$ cat config.mk
export PLATFORM = sky130hd
export DESIGN_NAME = sensor_slave_seq
export DESIGN_NICKNAME = d
export VERILOG_FILES = /design/src/rtl/ssq_pkg.sv /design/src/rtl/ssq_pulse.sv /design/src/rtl/ssq_fsm.sv /design/src/rtl/ssq_pix_window.sv /design/src/rtl/sensor_slave_seq.sv
export SDC_FILE = /design/constraint.sdc
export NUM_CORES = 1
export LEC_CHECK = 0
export ABC_AREA = 1
export BUFFER_PORTS_ARGS = -buffer_cell sky130_fd_sc_hd__buf_2
export CAP_MARGIN = 20
export CORE_MARGIN = 2
export CORE_UTILIZATION = 40
export CTS_CLUSTER_SIZE = 28
export DETAILED_ROUTE_END_ITERATION = 12
export RECOVER_POWER = 50
export SLEW_MARGIN = 20
export SYNTH_ARGS = -nofsm -noshare
export SYNTH_HDL_FRONTEND = slang
export SYNTH_SLANG_ARGS = --single-unit
$ cat constraint.sdc
create_clock -name clk_i -period 4.4 [get_ports clk_i]
set_input_delay 0.66 -clock clk_i [delete_from_list [all_inputs] [get_ports clk_i]]
set_output_delay 0.66 -clock clk_i [all_outputs]
set_load 0.03 [all_outputs]
$ cat src/rtl/ssq_pkg.sv
package ssq_pkg;
  typedef enum logic [2:0] {
    ST_IDLE,
    ST_EXPOSE,
    ST_FRAME,
    ST_ROW_ACT,
    ST_ROW_BLK,
    ST_GAP
  } ssq_state_e;

  localparam int unsigned PIX_LEAD = 4;
endpackage

$ cat src/rtl/ssq_pulse.sv
module ssq_pulse #(
  parameter int unsigned WIDTH = 2
) (
  input  logic clk_i,
  input  logic rst_ni,
  input  logic fire_i,
  output logic pulse_o
);
  localparam int unsigned CW = $clog2(WIDTH + 1);

  logic [CW-1:0] cnt_q;

  always_ff @(posedge clk_i or negedge rst_ni) begin
    if (!rst_ni)        cnt_q <= '0;
    else if (fire_i)    cnt_q <= CW'(WIDTH);
    else if (cnt_q != 0) cnt_q <= cnt_q - 1'b1;
  end

  assign pulse_o = (cnt_q != '0);

  // sequencer spacing must let a pulse finish before the next fire
  p_no_merge_r5: assert property (@(posedge clk_i) disable iff (!rst_ni)
    fire_i |-> !pulse_o);
endmodule

$ cat src/rtl/ssq_fsm.sv
module ssq_fsm import ssq_pkg::*; #(
  parameter int unsigned TIME_W    = 16,
  parameter int unsigned ROW_W     = 10,
  parameter int unsigned PER_W     = 12,
  parameter int unsigned PULSE_CYC = 2
) (
  input  logic              clk_i,
  input  logic              rst_ni,
  input  logic              start_i,
  input  logic [TIME_W-1:0] int_time_i,
  input  logic [ROW_W-1:0]  act_rows_i,
  input  logic [ROW_W-1:0]  blank_rows_i,
  input  logic [PER_W-1:0]  row_period_i,
  output logic              accept_o,
  output logic              fire_exp_o,
  output logic              fire_frm_o,
  output logic              fire_row_o,
  output logic              row_act_o,
  output logic              fire_last_o,
  output logic              busy_o
);
  localparam int unsigned CNT_W = ((TIME_W > PER_W) ? TIME_W : PER_W) + 1;
  localparam logic [CNT_W-1:0] MIN_LEN = CNT_W'(PULSE_CYC + 1);

  ssq_state_e       st_q;
  logic [CNT_W-1:0] cnt_q, t_q, per_q;
  logic [ROW_W-1:0] act_q, blk_q, row_q;

  logic [CNT_W-1:0] per_in, t_in, len_cur;
  logic             slot_end, last_act, last_blk, slot_go;

  always_comb begin
    per_in = (CNT_W'(row_period_i) < MIN_LEN) ? MIN_LEN : CNT_W'(row_period_i);
    if (int_time_i == '0)                  t_in = per_in;
    else if (CNT_W'(int_time_i) < MIN_LEN) t_in = MIN_LEN;
    else                                   t_in = CNT_W'(int_time_i);
  end

  assign accept_o = start_i && (st_q == ST_IDLE);
  assign len_cur  = (st_q == ST_EXPOSE) ? t_q : per_q;
  assign slot_end = (cnt_q == len_cur - CNT_W'(1));
  assign last_act = (row_q == act_q - ROW_W'(1));
  assign last_blk = (row_q == blk_q - ROW_W'(1));
  assign slot_go  = (cnt_q == '0);

  always_ff @(posedge clk_i or negedge rst_ni) begin
    if (!rst_ni) begin
      st_q  <= ST_IDLE;
      cnt_q <= '0;
      t_q   <= MIN_LEN;
      per_q <= MIN_LEN;
      act_q <= '0;
      blk_q <= '0;
      row_q <= '0;
    end else begin
      case (st_q)
        ST_IDLE: if (accept_o) begin
          st_q  <= ST_EXPOSE;
          cnt_q <= '0;
          row_q <= '0;
          t_q   <= t_in;
          per_q <= per_in;
          act_q <= act_rows_i;
          blk_q <= blank_rows_i;
        end
        ST_EXPOSE, ST_FRAME, ST_ROW_ACT, ST_ROW_BLK: begin
          cnt_q <= slot_end ? '0 : cnt_q + 1'b1;
          if (slot_end) begin
            case (st_q)
              ST_EXPOSE: st_q <= ST_FRAME;
              ST_FRAME: begin
                if (act_q != '0)      st_q <= ST_ROW_ACT;
                else if (blk_q != '0) st_q <= ST_ROW_BLK;
                else                  st_q <= ST_GAP;
              end
              ST_ROW_ACT: begin
                if (last_act) begin
                  row_q <= '0;
                  st_q  <= (blk_q != '0) ? ST_ROW_BLK : ST_GAP;
                end else begin
                  row_q <= row_q + 1'b1;
                end
              end
              default: begin
                if (last_blk) begin
                  row_q <= '0;
                  st_q  <= ST_GAP;
                end else begin
                  row_q <= row_q + 1'b1;
                end
              end
            endcase
          end
        end
        default: st_q <= ST_IDLE;
      endcase
    end
  end

  assign busy_o      = (st_q != ST_IDLE);
  assign fire_exp_o  = (st_q == ST_EXPOSE) && slot_go;
  assign fire_frm_o  = (st_q == ST_FRAME) && slot_go;
  assign fire_row_o  = ((st_q == ST_ROW_ACT) || (st_q == ST_ROW_BLK)) && slot_go;
  assign row_act_o   = (st_q == ST_ROW_ACT);
  assign fire_last_o = slot_go &&
                       (((st_q == ST_ROW_ACT) && last_act && (blk_q == '0)) ||
                        ((st_q == ST_ROW_BLK) && last_blk));

  p_cfg_held_r9: assert property (@(posedge clk_i) disable iff (!rst_ni)
    (busy_o && start_i) |=> ($stable(t_q) && $stable(per_q) && $stable(act_q) && $stable(blk_q)));
  p_int_clamp_r3: assert property (@(posedge clk_i) disable iff (!rst_ni)
    (st_q == ST_EXPOSE) |-> (t_q >= MIN_LEN));
  p_per_clamp_r5: assert property (@(posedge clk_i) disable iff (!rst_ni)
    busy_o |-> (per_q >= MIN_LEN));
endmodule

$ cat src/rtl/ssq_pix_window.sv
module ssq_pix_window import ssq_pkg::*; #(
  parameter int unsigned HB_W  = 10,
  parameter int unsigned LEN_W = 12
) (
  input  logic             clk_i,
  input  logic             rst_ni,
  input  logic             accept_i,
  input  logic [HB_W-1:0]  hblank_i,
  input  logic [LEN_W-1:0] row_len_i,
  input  logic             trig_i,
  output logic             pix_o
);
  localparam int unsigned CW = ((HB_W > LEN_W) ? HB_W : LEN_W) + 2;

  logic [HB_W-1:0]  hb_q;
  logic [LEN_W-1:0] len_q;
  logic [CW-1:0]    cnt_q, lead, stop_at;
  logic             run_q;

  assign lead    = CW'(hb_q) + CW'(PIX_LEAD);
  assign stop_at = lead + CW'(len_q);

  // counter reads 0 in the cycle the row pulse rises
  always_ff @(posedge clk_i or negedge rst_ni) begin
    if (!rst_ni) begin
      hb_q  <= '0;
      len_q <= '0;
      cnt_q <= '0;
      run_q <= 1'b0;
    end else begin
      if (accept_i) begin
        hb_q  <= hblank_i;
        len_q <= row_len_i;
      end
      if (trig_i) begin
        run_q <= 1'b1;
        cnt_q <= '0;
      end else if (run_q) begin
        cnt_q <= cnt_q + 1'b1;
        if (cnt_q + CW'(1) >= stop_at) run_q <= 1'b0;
      end
    end
  end

  assign pix_o = run_q && (cnt_q >= lead) && (cnt_q < stop_at);

  p_window_closed_r6: assert property (@(posedge clk_i) disable iff (!rst_ni)
    trig_i |-> !pix_o);
endmodule

$ cat src/rtl/sensor_slave_seq.sv
module sensor_slave_seq #(
  parameter int unsigned TIME_W    = 16,
  parameter int unsigned ROW_W     = 10,
  parameter int unsigned PER_W     = 12,
  parameter int unsigned HB_W      = 10,
  parameter int unsigned LEN_W     = 12,
  parameter int unsigned PULSE_CYC = 2
) (
  input  logic              clk_i,
  input  logic              rst_ni,
  input  logic              start_i,
  input  logic [TIME_W-1:0] int_time_i,
  input  logic [ROW_W-1:0]  act_rows_i,
  input  logic [ROW_W-1:0]  blank_rows_i,
  input  logic [PER_W-1:0]  row_period_i,
  input  logic [HB_W-1:0]   hblank_i,
  input  logic [LEN_W-1:0]  row_len_i,
  output logic              expose_o,
  output logic              frame_start_o,
  output logic              row_start_o,
  output logic              busy_o,
  output logic              done_o,
  output logic              pix_valid_o
);
  localparam int unsigned N_PULSE = 3;

  logic accept, fire_exp, fire_frm, fire_row, row_act, fire_last;
  logic [N_PULSE-1:0] fire_v, pulse_v;
  logic done_q;

  ssq_fsm #(
    .TIME_W(TIME_W), .ROW_W(ROW_W), .PER_W(PER_W), .PULSE_CYC(PULSE_CYC)
  ) u_fsm (
    .clk_i, .rst_ni, .start_i, .int_time_i, .act_rows_i, .blank_rows_i, .row_period_i,
    .accept_o(accept), .fire_exp_o(fire_exp), .fire_frm_o(fire_frm),
    .fire_row_o(fire_row), .row_act_o(row_act), .fire_last_o(fire_last),
    .busy_o(busy_o)
  );

  assign fire_v = {fire_row, fire_frm, fire_exp};

  for (genvar i = 0; i < N_PULSE; i++) begin : g_pulse
    ssq_pulse #(.WIDTH(PULSE_CYC)) u_pulse (
      .clk_i, .rst_ni, .fire_i(fire_v[i]), .pulse_o(pulse_v[i])
    );
  end

  assign expose_o      = pulse_v[0];
  assign frame_start_o = pulse_v[1];
  assign row_start_o   = pulse_v[2];

  ssq_pix_window #(.HB_W(HB_W), .LEN_W(LEN_W)) u_pix (
    .clk_i, .rst_ni, .accept_i(accept), .hblank_i, .row_len_i,
    .trig_i(fire_row && row_act), .pix_o(pix_valid_o)
  );

  // aligned with the rise of the last row pulse
  always_ff @(posedge clk_i or negedge rst_ni) begin
    if (!rst_ni) done_q <= 1'b0;
    else         done_q <= fire_last;
  end
  assign done_o = done_q;

  p_no_overlap_r2: assert property (@(posedge clk_i) disable iff (!rst_ni)
    !(expose_o && frame_start_o));
  p_done_on_row_r7: assert property (@(posedge clk_i) disable iff (!rst_ni)
    done_o |-> $rose(row_start_o));
  p_idle_quiet_r8: assert property (@(posedge clk_i) disable iff (!rst_ni)
    !busy_o |-> !(expose_o || frame_start_o || row_start_o));
endmodule

==> metrics.yaml, run 1 <==
die:
  coreArea_um2: 22500
  start_util_pct: 40.5
  dieArea_um2: 24000
  chipHeight_um: 155
  num_rows: 55
  die_w_um: 155
  ios: 79
timing:
  fmax_mhz: 234
  finalCritPeriodShare_pct: 97.0
  tns_ns: 0
  worst_pin_slew_ns: 3.01
  hold_viol: 0
  layout_min_cycle_time_ns: 4.27
  hold_ws_ns: 0.421
  setup_viol: 0
  skew_ns: 0.0118
  layout_setup_ws_ns: 0.133
  slew_headroom_pct: -100
  maxSlewViolCount: 57
yosys:
  avgSynthCellArea_um2: 7.30
  ys.warnings.count: 0
  synth.most_common_cell: "nand2_1"
  synth.area.top_cells: "dfrtp_1 (32%), nand2_1 (14%), ha_1 (8.2%)"
  synthArstFlopShare_pct: 100
  yosys.area.top_type: "dfrtp_1"
  syn-instance-count: 1248
  seq_area_frac_synth_pct: 33.6
  synth_ff_type: "dfrtp_1"
  yosysUniqueCellTypes: 52
  synth-edff-count: 0
  synthDominantCellAreaShare_pct: 32.4
  synth_seq_cells: 122
  synthTopCellsByCount: "nand2_1 (345), inv_1 (168), dfrtp_1 (118), nor2_1 (99), nand3_1 (86)"
  syn-cell-area_um2: 9100
  syn-num-nets: 1382
detailed_routing:
  wl_per_cell_um: 14.6
  wl_um: 23800
  via_per_inst: 5.03
  num_vias: 8189
  drt-pass1-iter-count: 5
  drc: 0
  postRouteAntennaNets: 0
  drt-initial-drc-count: 504
min_path:
  hp-class: "in2reg"
critical_path:
  crit_type: "reg2out"
  critical_path_arrival_ns: 3.61
  cpMostUsedCell: "a21oi_2"
  crit_chain: "buf_4, nand3_4, xor2_2, inv_1, ha_1, a21oi_2, nand2_1, a21oi_2, nor2_2, nor2_2, xor2_1, ha_1, a21oi_2, o221ai_2, a21oi_2, nand2_1, nand2_1, o21ai_1, a21oi_1, buf_4"
  crit_path_top_delay_cell: "dfrtp_1"
  end_kind: "output port"
  slowest_delay_ns: 0.41
  cp-start-kind: "flop"
  cp.required_ns: 3.74
  critPathMaxFanout: 3
finish:
  final_nets: 1465
  area_growth_pct: 16.7
  final_cells: 1629
  stdcell_area_um2: 10600
  n_fill_cell: 2236
  drive_gt1_share_pct: 15.5
  final_util_pct: 47.2
  antenna_cells: 0
global_routing:
  antenna_found_initial: 0
  grt_util_all_layers_pct: 20.6
  grt_pass1_vias: 7890
  grt_pass1_wl_um: 39500
  grt_max_degree: 102
  grt_overflow: 0
clock_network:
  clock-sinks: 122
  root_buffer: "clkbuf_16"
  cts_hold_buf: 0
  cts.htree.levels: 4
  cts_tree: "yes"
  clk_pin_slew_ns: 0.06
  cts_buffers: 17
  clock_latency_ns: 0.44
  ctsLongestPathBuffers: 2
power:
  p_leak_nw: 5.37
  vdd_drop_max_mv: 0.403
  p_total_mw: 8.21
  p_per_area_nw_per_um2: 773
placement:
  dp.cells: 1588
  dp_worst_setup_slack_ns: 0.187
  dpl_cell_area_um2: 9750
  gp_congestion: 0.896
  numPortBuffers: 78
  post-dp-hpwl_um: 17800
status:
  violations: "capacitance limit, slew limit"
  status: "finished with violations"
job:
  maxCapViolations: 1
worst max-delay path: cells and delay by family (launching register included):
kind            cells  cell delay (ns)
fa+ha+maj           2             0.54
xor+xnor            2             0.38
buf+inv             3             0.45
flops               1             0.41
compound gates      7             0.91
simple gates        6             0.47
state kept, by name (all words and copies together) (netlist names), 10 cells and up:
register / cells
u_fsm.per_q: 12
u_pix.hb_q: 10
u_fsm.blk_q: 10
u_fsm.row_q: 10
u_fsm.act_q: 10
u_pix.len_q: 12
u_fsm.t_q: 16
u_fsm.cnt_q: 17
u_pix.cnt_q: 14
power breakdown:
group	internal, mW	switching [mW]	leakage [nW]	total (mW)
Clock	0.869	0.559	0.280	1.43
Combinational	1.80	3.07	3.53	4.87
Sequential	1.54	0.373	1.55	1.91
logic make-up (layout without fill, tap and decap cells):
| logic type | after synthesis | after routing | share of synthesized area (%) |
|---|---|---|---|
| AND/OR/NAND/NOR | 641 | 641 | 32.0 |
| buffers and inverters | 203 | 299 | 9.04 |
| AO/OA/AOI/OAI | 147 | 147 | 9.33 |
| adder cells (fa/ha/maj) | 61 | 61 | 8.47 |
| XOR/XNOR | 74 | 74 | 7.57 |
| flip-flops | 122 | 122 | 33.6 |
placed cells by master, fill, tap and decap left out, types with 14 or more instances in the layout:
cell type	synthesis	routed
inv_1	168	165
xor2_1	62	56
nand4_1	30	30
buf_2	1	75
ha_1	60	54
buf_4	1	14
a21oi_1	42	36
nand2_1	345	343
clkbuf_16	0	17
nand3_1	86	84
nor3_1	23	22
o21ai_0	57	55
nor2_1	99	95
nand2_2	12	14
dfrtp_1	118	117
repair_timing:
action                                  4_1_cts  5_1_grt
pin swaps                                     6       12
gates resized for setup                       8       35
endpoints found under the setup margin        1        1
buffers inserted                              5        4
final timing paths:
kind	startpoint	end	slack, ns	cells after the start
hold reg to reg	u_fsm.per_q[8]$_DFFE_PN0P_	u_fsm.per_q[8]$_DFFE_PN0P_	0.48	2
max in group asynchronous	rst_ni	u_pix.hb_q[4]$_DFFE_PN0P_	0.81	2
setup reg to reg	u_fsm.st_q[1]$_DFFE_PN0P_	u_fsm.row_q[1]$_DFFE_PN0P_	0.63	21
hold / removal	row_len_i[4]	u_pix.len_q[4]$_DFFE_PN0P_	0.42	3
setup / recovery	u_pix.hb_q[2]$_DFFE_PN0P_	pix_valid_o	0.13	20
min in group asynchronous	rst_ni	u_pix.cnt_q[2]$_DFFE_PN0P_	1.20	1
final cells by class:
| type | instances | area [um2] | area share, % |
|---|---|---|---|
| Clock buffer | 20 | 457 | 4.30 |
| Inverter | 174 | 653 | 6.15 |
| Multi-Input combinational cell | 923 | 5460 | 51.4 |
| Tap cell | 285 | 357 | 3.36 |
| Clock inverter | 12 | 139 | 1.31 |
| Sequential cell | 122 | 3060 | 28.8 |
| Timing Repair Buffer | 93 | 499 | 4.70 |
routing by layer:
metal,part of all wire [%],vias up,GRT usage [%]
li1,-,4221,-
met1,49,3803,28.3
met2,46,140,33.6
met3,3.1,25,3.29
met4,1.5,0,5.91
met5,0,-,0
No activity file was read; power rests on OpenSTA's default activity.
==> run 2: changes to the inputs <==
RECOVER_POWER = 100   (was 50)
==> run 2 against run 1 <==
The flow still finishes with violations (capacitance limit, slew limit). Worst setup slack worse by 0.0039 ns. Utilization down 0.11 points. Routed wire length up 0.16%. Register-to-register slack worse by 0.17 ns. Count of clock-buffer cells in the layout unchanged. Cell count unchanged. Total power down 0.26%. Worst hold slack better by 0.00089 ns. Design area down 0.24%.
==> metrics.yaml, run 2 (synthesis gave the netlist of run 1 again) <==
power:
  p_total_mw: 8.19
  p_comb_share_pct: 59.2
  p_sw_mw: 3.99
  p_clk_share_pct: 17.4
  p_sw_share_pct: 48.7
  power_frac_seq_pct: 23.3
  vdd_drop_max_mv: 0.404
  p_leak_nw: 5.35
  internal_power_mw: 4.20
  p_per_area_nw_per_um2: 772
finish:
  final_nets: 1465
  largest_reg_flops: 17
  top_register: "u_fsm.cnt_q"
  mostFrequentLayoutCell: "nand2_1"
  most-common-layout-cells: "nand2_1 (344), inv_1 (167), dfrtp_1 (117), nor2_1 (96), nand3_1 (84)"
  drive_gt1_share_pct: 14.7
  antenna_cells: 0
  reg_top3: "u_fsm.cnt_q: 17 flops, u_fsm.t_q: 16 flops, u_pix.cnt_q: 14 flops"
  area_growth_pct: 16.4
  stdcell_area_um2: 10600
timing:
  worst_pin_slew_ns: 3.01
  hold_viol: 0
  finalCritPeriodShare_pct: 97.1
  layout_setup_ws_ns: 0.129
  fmax_mhz: 234
  skew_ns: 0.0123
  maxSlewViolCount: 159
  setup_viol: 0
  layout_min_cycle_time_ns: 4.27
  slew_headroom_pct: -101
critical_path:
  crit_type: "reg2out"
  crit_start: "u_pix.hb_q[2]$_DFFE_PN0P_"
  r2r_cells: 21
  r2r-end: "u_fsm.st_q[0]$_DFFE_PN0P_"
  cp-start-kind: "flop"
  critPathMaxFanout: 3
  critical_path_arrival_ns: 3.61
  end_kind: "output port"
  cp.required_ns: 3.74
  r2r-start: "u_fsm.st_q[1]$_DFFE_PN0P_"
  r2r_slack_ns: 0.46
min_path:
  hp-class: "in2reg"
  hold_path_depth: 3
  hp-start: "row_len_i[4]"
  min_to: "u_pix.len_q[4]$_DFFE_PN0P_"
global_routing:
  grt_max_degree: 102
  grt_overflow: 0
  antenna_found_initial: 0
  grt_util_all_layers_pct: 20.6
  grt_pass1_wl_um: 39500
  grt_pass1_vias: 7890
die:
  coreArea_um2: 22500
  die_w_um: 155
  start_util_pct: 40.5
  ios: 79
  chipHeight_um: 155
  dieArea_um2: 24000
  num_rows: 55
detailed_routing:
  postRouteAntennaNets: 0
  drt-pass1-iter-count: 5
  wl_um: 23800
  num_vias: 8188
  via_per_inst: 5.03
  drt-initial-drc-count: 504
  drc: 0
  wl_per_cell_um: 14.6
clock_network:
  root_buffer: "clkbuf_16"
  clock-sinks: 122
  cts.htree.levels: 4
  ctsLongestPathBuffers: 2
  cts_buffers: 17
  cts_hold_buf: 0
  clock_latency_ns: 0.44
  clk_pin_slew_ns: 0.06
  cts_tree: "yes"
status:
  status: "finished with violations"
  violations: "capacitance limit, slew limit"
placement:
  dpl_cell_area_um2: 9750
  post-dp-hpwl_um: 17800
  gp_congestion: 0.896
  numPortBuffers: 78
  dp_worst_setup_slack_ns: 0.187
job:
  maxCapViolations: 2
-- run 2: metal layers --
| metal | wire length, um | GRT usage, % |
|---|---|---|
| met2 | 11100 | 33.6 |
| met5 | 0 | 0 |
| met1 | 11700 | 28.3 |
| met3 | 747 | 3.29 |
| met4 | 356 | 5.91 |
-- run 2: power by group through the flow --
stage | clock (mW) | combinational [mW] | sequential (mW)
floorplan | 0 | 3.55 | 1.79
global placement | 0 | 4.36 | 1.88
detailed placement | 0 | 4.44 | 1.90
CTS | 1.46 | 4.58 | 1.88
global route | 1.50 | 5.54 | 1.97
finish | 1.43 | 4.85 | 1.91
-- run 2: final cells by class --
cell class,count,area (um2)
sequential,122,3060
tap,285,357
multi-input combinational,923,5450
clock buffer,20,457
clock inverter,12,139
timing repair buffer,93,488
inverter,174,653
fill,2238,11900
-- run 2: how the worst max path moves through the flow --
stage | cells past startpoint | endpoint | slack (ns)
after global placement | 20 | pix_valid_o | 0.25
after floorplan | 19 | pix_valid_o | 0.39
after global routing | 20 | pix_valid_o | -0.05
after detailed placement | 20 | pix_valid_o | 0.19
after CTS | 18 | pix_valid_o | 0.001
final | 20 | pix_valid_o | 0.13
-- run 2: what timing repair did --
action                     CTS  global route
setup endpoints to repair    1             1
pin swaps                    6            12
setup buffers                5             4
gates cloned                 0             0
gates resized for setup      8            35
-- run 2: through the flow --
step | TNS [ns] | cells | hold WS, ns | utilization [%]
after floorplan | 0 | 1248 | 0.364 | -
after global routing | -0.0501 | 1629 | 0.429 | 47.1
after detailed placement | 0 | 1588 | 0.472 | 43.3
final | 0 | 1629 | 0.422 | 47.1
after CTS | 0 | 1625 | 0.301 | 46.3
after global placement | 0 | 1588 | 0.461 | 43.3
-- run 2: critical path: stages, from the launching register on --
cell	delay [ns]
dfrtp_1	0.39
buf_4	0.15
nand3_4	0.10
xor2_2	0.18
inv_1	0.11
ha_1	0.24
a21oi_2	0.13
nand2_1	0.07
a21oi_2	0.16
nor2_2	0.07
nor2_2	0.12
xor2_1	0.23
ha_1	0.30
a21oi_2	0.16
o221ai_2	0.11
a21oi_2	0.14
nand2_1	0.06
nand2_1	0.05
o21ai_1	0.06
a21oi_1	0.15
buf_4	0.18
==> run 3: changes to the inputs <==
RECOVER_POWER = 50   (was 100)
SETUP_SLACK_MARGIN = 0.05   (was unset)
clock period = 3.95 ns   (was 4.4 ns; I/O delays follow)
==> run 3 against run 2 <==
First-iteration DRC count fell by 11%. Count of clock-buffer cells in the layout increased by 5. Largest power group unchanged. Critical endpoint unchanged. The run ends with capacitance limit, slew limit, setup timing left. Die area is the same.
==> metrics.yaml, run 3 (synthesis gave the netlist of run 1 again) <==
status:
  status: "finished with violations"
  violations: "capacitance limit, slew limit, setup timing"
detailed_routing:
  drt-initial-drc-count: 451
  wl_per_cell_um: 14.4
  drc: 0
  via_per_inst: 5.06
  wl_um: 23700
  num_vias: 8291
  drt-pass1-iter-count: 5
  postRouteAntennaNets: 0
critical_path:
  cp.required_ns: 3.36
  end_kind: "output port"
  critical_path_arrival_ns: 3.65
  cp-start-kind: "flop"
  crit_type: "reg2out"
  critPathMaxFanout: 4
clock_network:
  ctsLongestPathBuffers: 2
  clock-sinks: 122
  clock_latency_ns: 0.43
  cts_buffers: 17
  cts.htree.levels: 4
  cts_tree: "yes"
  cts_hold_buf: 0
  clk_pin_slew_ns: 0.06
  root_buffer: "clkbuf_16"
placement:
  dp.cells: 1595
  dpl_cell_area_um2: 9820
  dp_worst_setup_slack_ns: -0.0806
  gp_congestion: 0.905
  post-dp-hpwl_um: 17700
  numPortBuffers: 78
power:
  p_sw_share_pct: 48.0
  p_total_mw: 9.19
  p_comb_share_pct: 60.1
  power_frac_seq_pct: 22.9
  internal_power_mw: 4.77
  p_sw_mw: 4.41
  p_clk_share_pct: 17.0
  p_leak_nw: 5.42
  vdd_drop_max_mv: 0.391
  p_per_area_nw_per_um2: 862
die:
  num_rows: 55
  chipHeight_um: 155
  die_w_um: 155
  start_util_pct: 40.5
  coreArea_um2: 22500
  ios: 79
  dieArea_um2: 24000
timing:
  finalCritPeriodShare_pct: 107
  maxSlewViolCount: 71
  rsz0062_at_grt: "true"
  tns_ns: -0.291
  layout_min_cycle_time_ns: 4.24
  layout_setup_ws_ns: -0.291
  skew_ns: 0.0140
  hold_ws_ns: 0.364
  fmax_mhz: 236
  slew_headroom_pct: -20.2
  worst_pin_slew_ns: 1.80
  setup_viol: 1
  hold_viol: 0
global_routing:
  grt_util_all_layers_pct: 20.4
  grt_max_degree: 94
  grt_pass1_wl_um: 39500
  grt_overflow: 0
  antenna_found_initial: 0
  grt_pass1_vias: 8008
finish:
  final_nets: 1476
  largest_reg_flops: 17
  stdcell_area_um2: 10700
  area_growth_pct: 17.0
  top_register: "u_fsm.cnt_q"
  mostFrequentLayoutCell: "nand2_1"
  final_cells: 1640
  most-common-layout-cells: "nand2_1 (344), inv_1 (166), dfrtp_1 (117), nor2_1 (96), nand3_1 (84)"
  final_util_pct: 47.4
  drive_gt1_share_pct: 15.5
  reg_top3: "u_fsm.cnt_q: 17 flops, u_fsm.t_q: 16 flops, u_pix.cnt_q: 14 flops"
  antenna_cells: 0
min_path:
  hp-class: "in2reg"
job:
  maxCapViolations: 1
-- run 3: cell count changes in the layout (fill, tap and decap cells not counted), sizes merged --
| cell | previous run | this run |
|---|---|---|
| inv | 176 | 172 |
| clkbuf | 30 | 28 |
| buf | 83 | 101 |
| clkinv | 4 | 5 |
| clkinvlp | 4 | 2 |
-- run 3: critical path: stages, from the launching register on --
cell and delay [ns]:
dfrtp_1 0.41, ha_4 0.19, nand3_4 0.10, xor2_2 0.19
inv_2 0.07, ha_4 0.30, nand2_4 0.05, nor3_4 0.17
a21oi_2 0.08, nor2_1 0.13, nor2_2 0.06, xor2_1 0.17
ha_1 0.35, nand4_1 0.16, o221ai_2 0.23, a21oi_2 0.09
buf_4 0.14, o21ai_1 0.13, a21oi_2 0.08, buf_6 0.14
-- run 3: area by class of cell --
class | instances | area (um2)
Fill cell | 2233 | 11800
Tap cell | 285 | 357
Multi-Input combinational cell | 923 | 5410
Clock inverter | 7 | 93.8
Clock buffer | 25 | 485
Inverter | 174 | 653
Timing Repair Buffer | 104 | 601
Sequential cell | 122 | 3060
-- run 3: layer usage --
metal	vias up	track usage (%)	wire (um)
li1	4235	-	-
met1	3846	27.5	11300
met2	176	33.7	11000
met3	34	3.40	961
met4	0	6.48	484
met5	-	0	0
-- run 3: worst paths after layout --
check,from,end,slack (ns),cells past startpoint
max reg2reg,u_fsm.st_q[2]$_DFFE_PN0P_,u_fsm.row_q[7]$_DFFE_PN0P_,0.10,19
min reg2reg,u_fsm.per_q[8]$_DFFE_PN0P_,u_fsm.per_q[8]$_DFFE_PN0P_,0.48,2
min,row_len_i[0],u_pix.len_q[0]$_DFFE_PN0P_,0.36,3
max in group asynchronous,rst_ni,g_pulse[2].u_pulse.cnt_q[0]$_DFFE_PN0P_,1.18,2
min in group asynchronous,rst_ni,u_pix.len_q[0]$_DFFE_PN0P_,0.63,1
max,u_pix.hb_q[2]$_DFFE_PN0P_,pix_valid_o,-0.29,19
-- run 3: power by group through the flow --
stage,clock network [mW],logic [mW],registers [mW]
after CTS,1.59,5.29,2.08
after detailed placement,0,5.03,2.09
after floorplan,0,3.95,2.00
after global placement,0,4.96,2.08
final,1.56,5.52,2.10
after global routing,1.65,6.29,2.16
-- run 3: what timing repair did --
item                       CTS  global route
setup endpoints to repair    1             1
buffers inserted             8             5
pin swaps                   13            14
gates resized for setup     15            22
